### src/rtl/irq_router_pkg.sv
// Package: constants shared by the interrupt router and its checker.
// Assumes a fixed 32-input, 4-bit-field layout; output count is a top parameter.
package irq_router_pkg;
    localparam int IRQ_N     = 32;
    localparam int FIELD_W   = 4;
    localparam int WORD_W    = 32;
    localparam int ADDR_W    = 5;
    localparam int FIELDS_PER_WORD = WORD_W / FIELD_W;
    localparam int ROUTE_WORDS     = IRQ_N / FIELDS_PER_WORD;

    // Word index (addr[4:2]) of each register.
    localparam logic [2:0] W_MASK = 3'd0;
    localparam logic [2:0] W_STAT = 3'd1;
    localparam logic [2:0] W_RT0  = 3'd2;
    localparam logic [2:0] W_RT1  = 3'd3;
    localparam logic [2:0] W_RT2  = 3'd4;
    localparam logic [2:0] W_RT3  = 3'd5;
endpackage

### src/rtl/irq_regs.sv
// Register file: mask word, four routing words and the registered read mux.
// Assumes word addressing through addr[4:2]; unmapped words read 0 and ignore writes.
module irq_regs
    import irq_router_pkg::*;
(
    input  logic                             clk,
    input  logic                             rst_n,
    input  logic                             wr_en,
    input  logic                             rd_en,
    input  logic [ADDR_W-1:0]                addr,
    input  logic [WORD_W-1:0]                wdata,
    input  logic [IRQ_N-1:0]                 irq_in,
    output logic [WORD_W-1:0]                rdata,
    output logic [IRQ_N-1:0]                 mask_q,
    output logic [ROUTE_WORDS*WORD_W-1:0]    route_flat
);
    logic [2:0]                    word;
    logic [ROUTE_WORDS-1:0][WORD_W-1:0] route_q;
    logic [WORD_W-1:0]             rd_mux;

    assign word       = addr[ADDR_W-1:2];
    assign route_flat = route_q;

    // Mask word update; reset masks every input.
    always_ff @(posedge clk) begin
        if (!rst_n)
            mask_q <= '0;
        else if (wr_en && word == W_MASK)
            mask_q <= wdata;
    end

    // Routing words update; reset disconnects every input.
    always_ff @(posedge clk) begin
        if (!rst_n)
            route_q <= '0;
        else if (wr_en) begin
            case (word)
                W_RT0:   route_q[0] <= wdata;
                W_RT1:   route_q[1] <= wdata;
                W_RT2:   route_q[2] <= wdata;
                W_RT3:   route_q[3] <= wdata;
                default: ;
            endcase
        end
    end

    // Read selection; status is the masked live input.
    always_comb begin
        case (word)
            W_MASK:  rd_mux = mask_q;
            W_STAT:  rd_mux = irq_in & mask_q;
            W_RT0:   rd_mux = route_q[0];
            W_RT1:   rd_mux = route_q[1];
            W_RT2:   rd_mux = route_q[2];
            W_RT3:   rd_mux = route_q[3];
            default: rd_mux = '0;
        endcase
    end

    // Read data register, loaded only on a read strobe.
    always_ff @(posedge clk) begin
        if (!rst_n)
            rdata <= '0;
        else if (rd_en)
            rdata <= rd_mux;
    end
endmodule

### src/rtl/irq_route_decode.sv
// Route decoder: turns each input's 4-bit field into a per-output select column.
// Assumes the reversed word order (inputs 24..31 in word 0); values above N_OUT select nothing.
module irq_route_decode
    import irq_router_pkg::*;
#(
    parameter int N_OUT = 6
) (
    input  logic [ROUTE_WORDS*WORD_W-1:0] route_flat,
    output logic [N_OUT*IRQ_N-1:0]        sel_flat
);
    for (genvar i = 0; i < IRQ_N; i++) begin : g_in
        localparam int WIDX = (ROUTE_WORDS - 1) - (i / FIELDS_PER_WORD);
        localparam int LSB  = WIDX * WORD_W + (FIELD_W * i) % WORD_W;
        logic [FIELD_W-1:0] fld;
        assign fld = route_flat[LSB +: FIELD_W];
        for (genvar k = 0; k < N_OUT; k++) begin : g_out
            // Field value k+1 selects output k.
            assign sel_flat[k*IRQ_N + i] = (fld == FIELD_W'(k + 1));
        end
    end
endmodule

### src/rtl/irq_out_merge.sv
// Output merge: ORs enabled, asserted inputs per output and registers the result.
// Assumes level inputs; no edge capture or priority.
module irq_out_merge
    import irq_router_pkg::*;
#(
    parameter int N_OUT = 6
) (
    input  logic                   clk,
    input  logic                   rst_n,
    input  logic [IRQ_N-1:0]       active,
    input  logic [N_OUT*IRQ_N-1:0] sel_flat,
    output logic [N_OUT-1:0]       irq_out
);
    logic [N_OUT-1:0] out_d;

    for (genvar k = 0; k < N_OUT; k++) begin : g_or
        assign out_d[k] = |(active & sel_flat[k*IRQ_N +: IRQ_N]);
    end

    // Output register; cleared on reset.
    always_ff @(posedge clk) begin
        if (!rst_n)
            irq_out <= '0;
        else
            irq_out <= out_d;
    end
endmodule

### src/rtl/irq_router.sv
// Top: masked 32-input interrupt router with a 0x18-byte register window.
// Assumes synchronous active-low reset and 1 <= N_OUT <= 15.
module irq_router
    import irq_router_pkg::*;
#(
    parameter int N_OUT = 6
) (
    input  logic                 clk,
    input  logic                 rst_n,
    input  logic                 wr_en,
    input  logic                 rd_en,
    input  logic [ADDR_W-1:0]    addr,
    input  logic [WORD_W-1:0]    wdata,
    output logic [WORD_W-1:0]    rdata,
    input  logic [IRQ_N-1:0]     irq_in,
    output logic [N_OUT-1:0]     irq_out
);
    logic [IRQ_N-1:0]              mask_q;
    logic [ROUTE_WORDS*WORD_W-1:0] route_flat;
    logic [N_OUT*IRQ_N-1:0]        sel_flat;

    irq_regs u_regs (
        .clk        (clk),
        .rst_n      (rst_n),
        .wr_en      (wr_en),
        .rd_en      (rd_en),
        .addr       (addr),
        .wdata      (wdata),
        .irq_in     (irq_in),
        .rdata      (rdata),
        .mask_q     (mask_q),
        .route_flat (route_flat)
    );

    irq_route_decode #(.N_OUT(N_OUT)) u_dec (
        .route_flat (route_flat),
        .sel_flat   (sel_flat)
    );

    irq_out_merge #(.N_OUT(N_OUT)) u_merge (
        .clk      (clk),
        .rst_n    (rst_n),
        .active   (irq_in & mask_q),
        .sel_flat (sel_flat),
        .irq_out  (irq_out)
    );
endmodule

### config.mk
export PLATFORM = sky130hd
export DESIGN_NAME = irq_router
export DESIGN_NICKNAME = d
export VERILOG_FILES = /design/src/rtl/irq_router_pkg.sv /design/src/rtl/irq_regs.sv /design/src/rtl/irq_route_decode.sv /design/src/rtl/irq_out_merge.sv /design/src/rtl/irq_router.sv
export SDC_FILE = /design/constraint.sdc
export NUM_CORES = 1
export LEC_CHECK = 0
export BUFFER_PORTS_ARGS = -buffer_cell sky130_fd_sc_hd__buf_2
export CORE_MARGIN = 2
export CORE_UTILIZATION = 23
export CTS_CLUSTER_SIZE = 28
export DETAILED_ROUTE_END_ITERATION = 10
export GPL_TIMING_DRIVEN = 0
export HOLD_SLACK_MARGIN = 0.03
export PLACE_DENSITY = 0.5
export SLEW_MARGIN = 15
export SYNTH_ARGS = -nofsm -noshare
export SYNTH_HDL_FRONTEND = slang
export SYNTH_HIERARCHICAL = 1
export SYNTH_SLANG_ARGS = --single-unit
### constraint.sdc
create_clock -name clk -period 3.05 [get_ports clk]
set_input_delay 0.7625 -clock clk [delete_from_list [all_inputs] [get_ports clk]]
set_output_delay 0.7625 -clock clk [all_outputs]
set_load 0.02 [all_outputs]
Word level (Yosys, flattened, before mapping)
Index checks and enable logic that the tools add are counted.
{"block": "op_classes", "eq_ne": 197, "mux": 1, "bitwise_logic": 7, "reduce_logical": 12}
{"operator": "4-bit by 3-bit == test with 1-bit output, second input constant", "count": 96}
{"operator": "4-bit by 2-bit == test with 1-bit output, second input constant", "count": 64}
{"operator": "32-bit AND", "count": 7}
{"operator": "32-bit one-hot mux with 6 select lines", "count": 1}
{"operator": "32-bit OR reduction", "count": 6}
{"operator": "4-bit by 1-bit == test with 1-bit output, second input constant", "count": 32}
{"operator": "2-bit AND reduction", "count": 4}
{"operator": "3-bit by 2-bit == test with 1-bit output, second input constant", "count": 2}
{"operator": "3-bit == test, second input constant", "count": 2}
{"operator": "3-bit by 1-bit == test with 1-bit output, second input constant", "count": 1}
{"operator": "3-bit logical NOT", "count": 1}
{"operator": "1-bit logical AND", "count": 1}
{"block": "word_totals", "register_bits": 198, "in_bits": 73, "output_inout_bits": 38, "wordCells": 224}

Logic depth before layout (Yosys ltp)
{"block": "logic_depth", "depth_word": 3, "mapped_depth": 7, "ltp_nobuf": 4}

Hierarchy
The synthesis kept the hierarchy.
{"mod": "irq_regs", "instances": 1, "cells_per_inst": 1033, "area_each_um2": 8574.5, "seq_area_each_um2": 3843.7}
{"mod": "irq_route_decode", "instances": 1, "cells_per_inst": 192, "area_each_um2": 2042.0, "seq_area_each_um2": 0.0}
{"mod": "irq_out_merge", "instances": 1, "cells_per_inst": 132, "area_each_um2": 1068.5, "seq_area_each_um2": 120.1}
{"mod": "irq_router", "instances": 1, "cells_per_inst": 32, "area_each_um2": 200.2, "seq_area_each_um2": 0.0}

Worst setup path after synthesis
Ideal clock, no wire load.
{"block": "synth_timing", "path_kind": "in2reg", "from": "in addr[3]", "to": "reg u_regs.rdata[15]", "setup_ps": 119, "arrival_ps": 1736, "required_time_ps": 2931, "path_slack_ps": 1196, "cell_stages": 7, "n_path_buf": 3, "cell_sequence": "buf_4 and3b_1 buf_2 buf_2 nand2_1 o211ai_1 o221a_2"}
{"block": "synth_between", "elab_chain_len": 2, "word_cells_on_any_way": 7, "classes_between": "eq/ne: 5; mux: 1; reduce/logical: 1"}
{"element": "start: declaration", "line_no": "irq_router.sv:12", "rtl": "input logic [ADDR_W-1:0] addr,"}
{"element": "3-bit == test (tied with other cells)", "line_no": "irq_regs.sv:49", "rtl": "case (word)"}
{"element": "32-bit one-hot mux with 6 select lines *", "line_no": "irq_regs.sv:49"}
{"element": "end signal: assignment", "line_no": "irq_regs.sv:65", "rtl": "rdata <= rd_mux;"}
{"element": "end: declaration", "line_no": "irq_regs.sv:13", "rtl": "output logic [WORD_W-1:0] rdata,"}
Mark *: on every way between the ends. The rest lies on a longest branch, timed or not.
A chain may end at the register's enable or synchronous reset.

==> results.txt <==
Run status - finished, final reports clean
Worst-path clk slew - 80 ps
Fin area - 0.01385 mm²
Commonest non-fill, non-tap cell in the layout - nand2_1
Hold path start - u_regs/mask_q[26]$_SDFFE_PN0P_
DRC viols - 0
Worst R2R Path Depth - 4
Initial DRC count - 1376
IO Pins - 111
# rows - 83
Routed WL - 56.35 mm
Clk Latency, worst-skew pair - 480 ps
Pwr Total - 5.760 mW
Syn nets - 1462
Sequential area share after synthesis - 33.35%
Initial Utilization - 23.21%
Die X - 231.3 µm
Reg2Reg Capture Point - u_merge/irq_out[2]$_SDFF_PN0_
Max capacitance violation total - 0
Setup CP Type - input port to register
Crit path DAT - 3110 ps
Area Overhead vs Synth - 16.53%
Hold Worst Slack - 467.5 ps
Critical Path End Type - register
Drt first pass iters - 7
Most used DFF post-synth - dfxtp_1
CTS tree - done
Full die area - 0.05351 mm²
Final setup vio count - 0
Reg2reg start - u_regs/route_flat[95]$_SDFFE_PN0P_
Sink Count - 198
Crit start category - input port
Post-synthesis register bit count - 198
Placement Cell Area - 0.01327 mm²
Vias - 12053
Post-Syn Area per Cell - 8.557 µm²
Antenna Nets Post-Route - 0
Met2 Usage GRT - 33.12%
Met3 Use GR - 3.814%
Most frequent CP cell - clkbuf_1
Area contributors post-synth - dfxtp_1, nand2_1, and4bb_2
Residual overflow from global routing - 0
Max Freq - 365.1 MHz
Largest net degree at the start of global routing - 19
Drt wl/cell - 25.52 µm
CP max stage delay - 900 ps
Peak supply drop - 0.0004291 V
FFs w/ async S/R, synth - 0%
CP max FO - 10
Core area - 0.05120 mm²
Clock buffer depth - 2
Pwr/cell area - 415.9 mW/mm²
Max Clock Skew - 12.78 ps
RSZ-0062 raised after global routing - no
WP data required - 3420 ps
CTS buffer count - 17
Commonest cells after routing, fill and taps aside - nand2_1, dfxtp_1, buf_2, nor4b_1, and4bb_2
Cts hold-fix bufs - 0
Gp weighted congestion - 0.9143
H-tree lvl count - 4
Via density per instance - 5.459
Hold EP - u_regs/mask_q[26]$_SDFFE_PN0P_
Mapped cell area - 0.01189 mm²
Number of global-route vias before repair - 11148
Slew Limit Fails - 0
Initial antenna violation count - 0
Final hold vios - 0
Worst min path class - register to register
Setup ws final - 311.3 ps
FF-to-FF setup slack - 980 ps
Resized cells post-CTS - 0
Chip height - 231.3 µm
Final #Nets - 1587
Tot GR Track Use - 20.68%
GRT busiest layer - met2
Gate Count Post-Synth - 1389
Normalized max-slew margin - 23.99%
Min Tclk post-route - 2739 ps
DP Wirelength - 42.55 mm
Ys Warns - 6
Total Neg Setup Slack - 0 ps
Worst slew pin tran - 1140 ps
Crit share post-route - 89.79%
Wire length of the first global-routing pass - 79.28 mm
IO Port Bufs - 106
Setup bufs post-CTS - 0
EDFF count, synth - 0
Pre-CTS WS - 69.67 ps
Slowest stage cell on the critical path - clkbuf_1
Worst Setup SP - rd_en
Worst hold stages - 2
Synth area leader - dfxtp_1
Leak - 4.458 nW
Layout cells sized above 1 - 20.69%
Yosys top cell area share - 33.35%
Count of cell types in the netlist - 37
Grt met1 use - 27.42%
Crit path cell chain - clkbuf_1 > clkbuf_1 > o221ai_1 > o221a_2
Root buf cell - clkbuf_16
==> synthesized netlist by cell type, types with 3 or more instances <==
cell type  count
nand2b_1      34
nand2_1      367
nand3b_1      29
clkbuf_1      37
buf_4         11
o221a_2       27
o41a_1         6
buf_2         33
and2_1        33
a21boi_1      76
dfxtp_1      198
nor4b_1       96
a22oi_1       94
a311oi_1       3
a21oi_1       29
and4bb_2      96
inv_1         14
mux2i_1       35
a21boi_0      84
o211ai_1      15
o21ai_0        6
nand4_1       24
o221ai_1      14
nor2_1         7
==> critical path, delay by kind of cell <==
| family | cells | cell delay [ps] |
|---|---|---|
| AO/OA/AOI/OAI | 2 | 800 |
| buffers and inverters | 2 | 1530 |
==> sequential cells by signal, summed over array words and instances (netlist names) <==
signal,flops
u_regs/mask_q,32
u_regs/route_flat,128
u_merge/irq_out,6
u_regs/rdata,32
==> layout make-up <==
class / count / area, µm²
fill: 5546 / 37350
multi-input combinational: 1094 / 7460
sequential: 198 / 3964
tap: 680 / 850.8
timing repair buffer: 106 / 530.5
clock buffer: 18 / 439.2
buffer: 83 / 409.1
clock inverter: 14 / 141.4
inverter: 14 / 52.55
antenna: 1 / 2.502
==> kinds of logic (layout without fill, tap and decap cells) <==
logic type	Yosys count	after routing	share of synthesized area (%)
multiplexers	35	35	2.948
flip-flops	198	198	33.35
AO/OA/AOI/OAI	358	358	23.24
buffers and inverters	97	235	3.885
other	0	1	0
AND/OR/NAND/NOR	701	701	36.57
==> how the worst max path moves through the flow <==
stage	end	slack [ps]	cells past startpoint
3_3_place_gp	u_regs/rdata[23]$_SDFFE_PN0P_	80	4
3_5_place_dp	u_regs/rdata[23]$_SDFFE_PN0P_	70	4
2_1_floorplan	u_regs/rdata[15]$_SDFFE_PN0P_	1200	7
4_1_cts	u_regs/rdata[23]$_SDFFE_PN0P_	570	4
5_1_grt	u_regs/rdata[23]$_SDFFE_PN0P_	490	4
6_report	u_regs/rdata[23]$_SDFFE_PN0P_	310	4
==> routing by layer <==
metal  vias to the layer above  wire, µm
li1                       5436         -
met5                         -         0
met1                      6014     24780
met2                       509     25540
met4                         0      1980
met3                        94      4042
==> power breakdown <==
group	leakage, nW	internal, mW	total (mW)	switching, mW
clock	0.283	1.17	2.35	1.17
sequential	1.61	2.65	2.75	0.101
combinational	2.57	0.227	0.662	0.436
==> stage by stage <==
| step | util, % | cells |
|---|---|---|
| after global placement | 25.91 | 2175 |
| after CTS | 27.05 | 2207 |
| after floorplan | - | 1389 |
| final | 27.05 | 2208 |
| after global routing | 27.05 | 2207 |
| after detailed placement | 25.91 | 2175 |
Note: power is estimated with default switching activity, not from simulation.
